--- config.mk ---
export PLATFORM = sky130hd
export DESIGN_NAME = prefix_lowprot_unit
export DESIGN_NICKNAME = d
export VERILOG_FILES = /design/src/rtl/plap_pkg.sv /design/src/rtl/plap_remap.sv /design/src/rtl/plap_guard.sv /design/src/rtl/prefix_lowprot_unit.sv
export SDC_FILE = /design/constraint.sdc
export NUM_CORES = 1
export LEC_CHECK = 0
export BUFFER_PORTS_ARGS = -buffer_cell sky130_fd_sc_hd__buf_2
export CAP_MARGIN = 5
export CORE_MARGIN = 2
export CORE_UTILIZATION = 40
export CTS_CLUSTER_DIAMETER = 80
export DETAILED_ROUTE_END_ITERATION = 7
export PLACE_DENSITY = 0.6
export SKIP_CTS_REPAIR_TIMING = 1
export SKIP_LAST_GASP = 1
export SLEW_MARGIN = 30
export SYNTH_ARGS = -nofsm -noshare
export SYNTH_HDL_FRONTEND = slang
export SYNTH_HIERARCHICAL = 1
export SYNTH_SLANG_ARGS = --single-unit
export TNS_END_PERCENT = 10
--- constraint.sdc ---
create_clock -name clk -period 1.23 [get_ports clk]
set_input_delay 0.0615 -clock clk [delete_from_list [all_inputs] [get_ports clk]]
set_output_delay 0.0615 -clock clk [all_outputs]
set_load 0.005 [all_outputs]
--- src/rtl/plap_pkg.sv ---
package plap_pkg;
    typedef enum logic [1:0] {
        ACC_READ  = 2'd0,
        ACC_STORE = 2'd1,
        ACC_FETCH = 2'd2,
        ACC_RSVD  = 2'd3
    } access_kind_e;

    typedef enum logic [1:0] {
        SP_PRIMARY   = 2'd0,
        SP_SECONDARY = 2'd1,
        SP_HOME      = 2'd2,
        SP_UNSUP     = 2'd3
    } space_e;

    typedef enum logic {
        ST_IDLE = 1'b0,
        ST_HOLD = 1'b1
    } fsm_e;
endpackage

--- src/rtl/plap_remap.sv ---
module plap_remap #(
    parameter int ADDR_W   = 64,
    parameter int WIN_BITS = 13
) (
    input  logic [ADDR_W-1:0] addr,
    input  logic [ADDR_W-1:0] prefix,
    output logic [ADDR_W-1:0] abs_addr
);
    localparam int HI_W = ADDR_W - WIN_BITS;

    logic [ADDR_W-1:0] pre_al;
    logic              in_low;
    logic              in_pre;

    always_comb begin
        pre_al = {prefix[ADDR_W-1:WIN_BITS], {WIN_BITS{1'b0}}};
        in_low = (addr[ADDR_W-1:WIN_BITS] == {HI_W{1'b0}});
        in_pre = (addr[ADDR_W-1:WIN_BITS] == prefix[ADDR_W-1:WIN_BITS]);
        if (in_low)
            abs_addr = addr + pre_al;
        else if (in_pre)
            abs_addr = addr - pre_al;
        else
            abs_addr = addr;
    end
endmodule

--- src/rtl/plap_guard.sv ---
module plap_guard import plap_pkg::*; #(
    parameter int ADDR_W     = 64,
    parameter int PAGE_BITS  = 12,
    parameter int PROT_BYTES = 512
) (
    input  logic [ADDR_W-1:0] addr,
    input  logic [1:0]        kind,
    input  logic              xlate_on,
    input  logic              lap_en,
    input  logic [1:0]        space_mode,
    input  logic              priv_primary,
    input  logic              priv_secondary,
    input  logic              priv_home,
    output logic              inval,
    output logic              fault,
    output logic              mode_err
);
    localparam int WIN_BITS = PAGE_BITS + 1;
    localparam int HI_W     = ADDR_W - WIN_BITS;
    localparam logic [PAGE_BITS-1:0] OFF_LIM = PAGE_BITS'(PROT_BYTES);

    logic priv_sel;
    logic space_ok;
    logic live;
    logic page_low;
    logic off_low;
    logic is_store;

    always_comb begin
        priv_sel = 1'b0;
        space_ok = 1'b1;
        unique case (space_e'(space_mode))
            SP_PRIMARY:   priv_sel = priv_primary;
            SP_SECONDARY: priv_sel = priv_secondary;
            SP_HOME:      priv_sel = priv_home;
            SP_UNSUP:     space_ok = 1'b0;
            default:      space_ok = 1'b0;
        endcase
    end

    always_comb begin
        mode_err = xlate_on && !space_ok;
        if (!xlate_on)
            live = lap_en;
        else
            live = lap_en && space_ok && !priv_sel;
        page_low = (addr[ADDR_W-1:WIN_BITS] == {HI_W{1'b0}});
        off_low  = (addr[PAGE_BITS-1:0] < OFF_LIM);
        is_store = (access_kind_e'(kind) == ACC_STORE);
        inval    = live && page_low;
        fault    = live && page_low && off_low && is_store;
    end
endmodule

--- src/rtl/prefix_lowprot_unit.sv ---
module prefix_lowprot_unit import plap_pkg::*; #(
    parameter int ADDR_W     = 64,
    parameter int PAGE_BITS  = 12,
    parameter int PROT_BYTES = 512
) (
    input  logic              clk,
    input  logic              rst_n,
    input  logic              req_valid,
    output logic              req_ready,
    input  logic [ADDR_W-1:0] req_addr,
    input  logic [1:0]        req_kind,
    input  logic [ADDR_W-1:0] prefix,
    input  logic              lap_en,
    input  logic              xlate_on,
    input  logic [1:0]        space_mode,
    input  logic              priv_primary,
    input  logic              priv_secondary,
    input  logic              priv_home,
    output logic              rsp_valid,
    input  logic              rsp_ready,
    output logic [ADDR_W-1:0] rsp_abs_addr,
    output logic              rsp_wr_inval,
    output logic              rsp_prot_fault,
    output logic              rsp_mode_err
);
    localparam int WIN_BITS = PAGE_BITS + 1;

    fsm_e              state_q, state_d;
    logic              take;
    logic [ADDR_W-1:0] remap_addr;
    logic              g_inval, g_fault, g_mode_err;
    logic [ADDR_W-1:0] nxt_addr;
    logic              nxt_inval, nxt_fault, nxt_mode_err;

    plap_remap #(.ADDR_W(ADDR_W), .WIN_BITS(WIN_BITS)) u_remap (
        .addr     (req_addr),
        .prefix   (prefix),
        .abs_addr (remap_addr)
    );

    plap_guard #(.ADDR_W(ADDR_W), .PAGE_BITS(PAGE_BITS), .PROT_BYTES(PROT_BYTES)) u_guard (
        .addr           (req_addr),
        .kind           (req_kind),
        .xlate_on       (xlate_on),
        .lap_en         (lap_en),
        .space_mode     (space_mode),
        .priv_primary   (priv_primary),
        .priv_secondary (priv_secondary),
        .priv_home      (priv_home),
        .inval          (g_inval),
        .fault          (g_fault),
        .mode_err       (g_mode_err)
    );

    always_comb begin
        state_d = state_q;
        unique case (state_q)
            ST_IDLE: if (req_valid) state_d = ST_HOLD;
            ST_HOLD: if (rsp_ready) state_d = ST_IDLE;
            default: state_d = ST_IDLE;
        endcase
    end

    always_ff @(posedge clk or negedge rst_n) begin
        if (!rst_n) state_q <= ST_IDLE;
        else        state_q <= state_d;
    end

    assign req_ready = (state_q == ST_IDLE);
    assign rsp_valid = (state_q == ST_HOLD);
    assign take      = req_valid && req_ready;

    always_comb begin
        if (g_mode_err) begin
            nxt_addr     = '0;
            nxt_inval    = 1'b0;
            nxt_fault    = 1'b0;
            nxt_mode_err = 1'b1;
        end else begin
            nxt_addr     = g_fault ? '0 : remap_addr;
            nxt_inval    = g_inval;
            nxt_fault    = g_fault;
            nxt_mode_err = 1'b0;
        end
    end

    always_ff @(posedge clk or negedge rst_n) begin
        if (!rst_n) begin
            rsp_abs_addr   <= '0;
            rsp_wr_inval   <= 1'b0;
            rsp_prot_fault <= 1'b0;
            rsp_mode_err   <= 1'b0;
        end else if (take) begin
            rsp_abs_addr   <= nxt_addr;
            rsp_wr_inval   <= nxt_inval;
            rsp_prot_fault <= nxt_fault;
            rsp_mode_err   <= nxt_mode_err;
        end
    end
endmodule

[Word-level counts from Yosys, hierarchy flattened]
Index checks and enable logic that the tools add are counted.
Storage, ports and cells
  bits in registers: 68
  latch bits: 0
  memory bits (writable): 0
  bits in read-only memories: 0
  output and inout bits: 69
  logic and storage cells: 37
  memories kept: 0
Operators by class
  add/subtract/negate cells: 2
  multiply operators: 0
  div/mod/pow operators: 0
  order comparisons: 1
  equality and inequality tests: 5
  shift-type cells: 0
  multiplexer cells: 13
  bitwise operators: 1
  reduce and logical (&&, ||, !) cells: 10
Operators by type and width (count)
  64-bit two-way mux: 4
  64-bit adder: 1
  64-bit subtractor: 1
  51-bit == test: 1
  51-bit zero test: 1
  12-bit by 10-bit < comparator with 1-bit output (second input constant): 1
  1-bit logical AND: 7
  1-bit two-way mux: 7
  2-bit by 1-bit == test with 1-bit output (second input constant): 2
  2-bit == test (second input constant): 2
  1-bit one-hot mux with 3 select lines: 1
  2-bit zero test: 1
  1-bit one-hot mux with 2 select lines: 1
  1-bit zero test: 1
  1-bit NOT: 1

[Longest topological paths before layout]
  depth in word-level cells: 10
  mapped depth: 15
  depth with buffers taken out: 15

[By module]
The synthesis kept the hierarchy.
By module, submodules not included
  plap_remap: instances 1, cells each 1097, area each 6855.3 µm², sequential area each 0.0 µm²
  prefix_lowprot_unit: instances 1, cells each 156, area each 2547.4 µm², sequential area each 1701.6 µm²
  plap_guard: instances 1, cells each 26, area each 201.4 µm², sequential area each 0.0 µm²

[Worst setup path before layout]
Ideal clock, no wire load.
  kind: input -> register
  start point: input prefix[14]
  end point: register rsp_abs_addr[58]
  library setup time: 65 ps
  data arrival time: 2841 ps
  data required time: 1165 ps
  setup slack: -1676 ps
  cell stages on the path: 13
  cell sequence: inv_1 > ha_1 > nand2b_1 > a2111oi_0 > o21a_1 > or2_4 > o41ai_4 > o41ai_2 > o221ai_2 > o21a_1 > mux2_1 > o211ai_1 > a22o_1
Between the ends
  longest elaborated chain between the ends: 5
  elaborated cells on any way between the ends: 7
RTL lines
  start, declared: line prefix_lowprot_unit.sv:12  | input logic [ADDR_W-1:0] prefix,
  64-bit subtractor / 51-bit == test (equally long branches): line plap_remap.sv:22, plap_remap.sv:18
  64-bit two-way mux: line plap_remap.sv:21  | else if (in_pre)
  64-bit two-way mux *: line plap_remap.sv:19  | if (in_low)
  net remap_addr[58]: line prefix_lowprot_unit.sv:30  | logic [ADDR_W-1:0] remap_addr;
  64-bit two-way mux *: line prefix_lowprot_unit.sv:80  | nxt_addr = g_fault ? '0 : remap_addr;
  64-bit two-way mux *: line prefix_lowprot_unit.sv:74  | if (g_mode_err) begin
  end signal, assigned: line prefix_lowprot_unit.sv:94  | rsp_abs_addr <= nxt_addr;
  end, declared: line prefix_lowprot_unit.sv:21  | output logic [ADDR_W-1:0] rsp_abs_addr,
Mark *: on every way through the listed nets, which the timed path passes. The rest lies on a longest branch.
A chain may end at the register's enable or synchronous reset.

[Worst setup path after layout]
  start point: input prefix[21]
  end point: register rsp_abs_addr[58]
Same word-level chain as after synthesis.

==> results by stage <==
Cells and area:
- The final cell area excluding filler cells is 15500 um2.
- The number of diodes added for antenna fixing is 0.
- After filler insertion, the fill cell instance count of the layout stands at 2159.
- Leaving out fill and tap cells, the most frequent cell in the layout is buf_4.
- For this run, the number of standard cells in the final layout without fillers is 2261.
- The net count of the finished layout is 2180.
- The post-layout utilization of the core is 65.7%.
- The multi-input combinational cells in the finished layout cover a total of 7380 um2.
- In the layout the commonest cells are buf_4, buf_2, a21oi_1.
- Across the whole layout, storage elements account for 1700 um2.
- The area growth from synthesis to layout is 61.1%.
- Of the cells placed in the final design, the portion with a size suffix greater than 1 is 43.3%.

STA:
- Setup repair after global routing could not meet its margin everywhere.
- For the pin with the worst max-slew slack, the measured transition is 628 ps.
- The number of hold violations in the final report was 0.
- The time the worst path needs with I/O delays and setup is 3030 ps.
- The final worst slack is -1800 ps.
- The worst-case clock skew is 5.75 ps.
- The number of slew-limit violations in the final report came to 0.
- Setup violations remaining at the end of the flow were counted as 67.
- The post-route fraction of the period consumed by the critical path is 246%.
- In this run the tightest slew margin relative to its limit is 57.8%.
- Timing would allow up to 330 MHz.

Logic synthesis:
- The synthesized design devotes to its leading area cell type 17.7% of total area.
- Of the synthesized area, sequential elements account for 17.7%.
- After synthesis, the largest family of logic cells by area is compound AO/OA/AOI/OAI gates.
- The complex-gate fraction of the synthesized area is 37.9%.
- The xor-xnor portion of the synthesized cell area is 1.28%.
- A synthesized cell averages 7.51 um2.
- The most common flop cell mapped by yosys is dfrtp_1.
- Synthesis inferred 68 register bits.
- The multiplexer fraction of the synthesized cell area is 0.886%.
- After Yosys synthesis, and, or, nand and nor cells account for 18.8% of the synthesized area.
- Synthesis instantiated 88 different standard cells from the library.
- The total nets after synthesis is 1522.
- After Yosys synthesis, full adders, half adders and majority gates account for 13.4% of the synthesized area.
- The warning count from the yosys run is 6.
- Ranked by total cell area, the synthesized netlist is headed by dfrtp_1, ha_1, a21oi_1.
- After technology mapping, the gate count stands at 1279.
- The post-synthesis cell type with the largest combined area is dfrtp_1.
- In this run, synthesis inferred 0 flip-flops with an integrated enable.
- After synthesis, the share of flip-flops with an asynchronous set or reset is 100%.
- The synthesized netlist occupies a cell area of 9600 um2.

Critical path:
- The longest individual stage delay on the worst path is 560 ps.
- The signal on the critical path passes through buf_8 > inv_4 > ha_4 > or3_4 > nor4_4 > o21a_1 > or2_4 > o41ai_4 > o41ai_4 > o221ai_4 > o21a_4 > mux2_4 > o211ai_1 > a22o_1.
- The depth of the worst register-to-register path is 3.
- Together, buffers and inverters on the worst path number 2.
- The worst reg2reg path startpoint is rsp_valid.
- By instance count, the cell type seen most on the critical path is o41ai_4.
- STA classifies the critical path startpoint as an input pin.
- The data arrival time of the worst path is 3320 ps.
- The critical path required time is 1530 ps.
- The critical path's slowest cell is o41ai_4.
- Broken down by cell family, the worst path's largest delay share belongs to compound AO/OA/AOI/OAI gates.
- The capturing element type of the critical path is a flip-flop.
- The launch point of the worst path is prefix[21].
- The endpoint identified for the worst register-to-register timing path is rsp_abs_addr[8].
- Across all register-to-register paths, the minimum setup slack is -240 ps.
- In this run the worst path has a maximum fanout of 3.
- The worst setup path is of the in -> reg kind.

Clock network:
- For the worst-skew pair, the clock arrives at the later sink with an insertion delay of 350 ps.
- The clock root buffer master is clkbuf_16.
- Buffers inserted during clock tree synthesis total 9.
- The TritonCTS clock tree is built.
- The clock-pin slew on the worst setup and hold paths is 80 ps.
- The number of buffers between clock root and the deepest sink is 2.
- The number of levels in the clock H-tree is 3.
- The CTS sink count is 68.

Pwr:
- The worst-case IR drop observed on VDD is 0.791 mV.
- Summed over all cells, the static leakage comes to 7.65 nW.
- Overall power consumption after layout is estimated at 0.0130 W.
- Dividing total power by cell area gives a power density of 842 nW/um2.

Placement:
- The post-detailed-placement cell area is 14600 um2.
- During placement, the flow inserted port buffers numbering 196.
- The congestion estimate from routability-driven global placement came to 1.02.
- The number of placed instances, taps included is 2218.
- Detailed placement ended at an HPWL of 39.0 mm.

Global route:
- In the global route stage, overall resource usage came out at 36.6%.
- The number of antenna violations at the first check in global routing is 0.
- The met1 capacity usage during global routing is 46.8%.
- The first global-routing pass estimated 73.1 mm of wire.
- The number of global-route vias before repair is 13.1k.
- Global routing finished with a remaining overflow of 0.
- For this run, global-route usage on met2 was measured as 61.8%.
- The maximum number of pins on one net before global-route repair is 38.
- The layer flagged by global routing as most heavily used is met2.
- The met3 capacity usage during global routing is 6.33%.

Hold path:
- For hold timing, the worst endpoint is rsp_abs_addr[9].
- The type of the most critical hold path is in -> reg.
- In this run the most critical hold path is launched from req_addr[9].
- Counting instances, the worst hold path has a depth of 3.

Routing:
- Wires add up to 47.9 mm.
- The violation count after the first detailed-routing iteration is 1231.
- The remaining number of nets flagged by the antenna check after routing is 0.
- In the routed design, unresolved DRC markers number 0.
- The number of vias per cell is 5.80.
- In the final routed layout, each cell accounts on average for 21.2 um.
- The number of vias after detailed routing is 13.1k.
- The first detailed-routing pass ran for 6 iterations.

Die:
- The starting density of the core is 40.8%.
- The floorplan step set the die height to 159 um.
- After floorplanning, the core was divided into 56 placement rows.
- The die covers 25300 um2.
- In this run the horizontal extent of the chip is 159 um.
- In this run the count of I/O pins placed on the die edge is 210.
- The region available for standard cell placement spans 23500 um2.

Status:
- The checks that failed: setup timing.
- The run finished, with violations left.

Flow run:
- Across the run, the number of max-cap violations was 0.
[metrics by stage]
| stage | setup TNS [ps] | worst slack [ps] | hold WS (ps) |
|---|---|---|---|
| 2_1_floorplan | -72620 | -1580 | -234 |
| 3_3_place_gp | -101280 | -2210 | 79.8 |
| 3_5_place_dp | -105140 | -2260 | 88.6 |
| 4_1_cts | -81670 | -1950 | -287 |
| 5_1_grt | -86880 | -1840 | 24.0 |
| 6_report | -79260 | -1800 | 24.0 |
[report_power, final]
group	leakage [nW]	switching (W)	internal [W]
combinational	6.65	0.00358	0.00349
sequential	0.853	0.000292	0.00267
clock	0.145	0.00137	0.00161
[state kept, by name, indices dropped and copies added (netlist names)]
| name | cells |
|---|---|
| rsp_wr_inval | 1 |
| rsp_mode_err | 1 |
| rsp_abs_addr | 64 |
| rsp_prot_fault | 1 |
| rsp_valid | 1 |
[layer usage]
layer	up-vias	share of wire (%)
met5	-	0
met1	6235	41
met2	647	47
li1	6105	-
met4	0	4.0
met3	129	7.8
[layout make-up]
class / instances / share of cell area, %
timing repair buffer: 740 / 33.9
multi-input combinational: 1008 / 47.7
tap: 319 / 2.58
clock inverter: 7 / 0.534
inverter: 110 / 2.78
sequential: 68 / 11.0
clock buffer: 9 / 1.46
[synthesized netlist by cell type, drive strengths merged, types with 4 or more instances]
| cell | count |
|---|---|
| nor2b | 10 |
| o221ai | 5 |
| dfrtp | 68 |
| a211oi | 12 |
| nand2b | 12 |
| a31o | 4 |
| ha | 100 |
| a22oi | 5 |
| xnor2 | 12 |
| nor3 | 24 |
| mux2 | 4 |
| nor2 | 104 |
| nand4 | 27 |
| and3 | 6 |
| nor4 | 43 |
| o41ai | 6 |
| a31oi | 17 |
| o31ai | 22 |
| o21ai | 64 |
| o32ai | 11 |
| a22o | 71 |
| a221oi | 7 |
| a21o | 19 |
| o21bai | 32 |
| o211ai | 15 |
| and2 | 6 |
| a21boi | 4 |
| o22a | 5 |
| or3 | 5 |
| and4 | 4 |
| nand2 | 76 |
| a21oi | 159 |
| o2111ai | 4 |
| o21a | 11 |
| buf | 34 |
| o22ai | 22 |
| nand3 | 26 |
| clkbuf | 59 |
| inv | 110 |
| a311oi | 4 |
| mux2i | 4 |
| o31a | 9 |
[tightest hold or removal path: stages]
cell    delay (ps)
buf_2           90
buf_4           90
a22o_1         110
[kinds of logic after synthesis]
kind of cell | Yosys count
multiplexers | 8
buffers and inverters | 203
flip-flops | 68
AO/OA/AOI/OAI | 527
XOR/XNOR | 14
adder cells (fa/ha/maj) | 102
AND/OR/NAND/NOR | 357
[how the worst max path moves through the flow]
stage | to | slack (ps) | cells after the start
final | rsp_abs_addr[58] | -1800 | 14
after global routing | rsp_abs_addr[58] | -1840 | 17
after CTS | rsp_abs_addr[58] | -1950 | 14
after global placement | rsp_abs_addr[58] | -2210 | 14
after detailed placement | rsp_abs_addr[58] | -2260 | 14
after floorplan | rsp_abs_addr[57] | -1580 | 14
(Power assumes the default switching activity.)
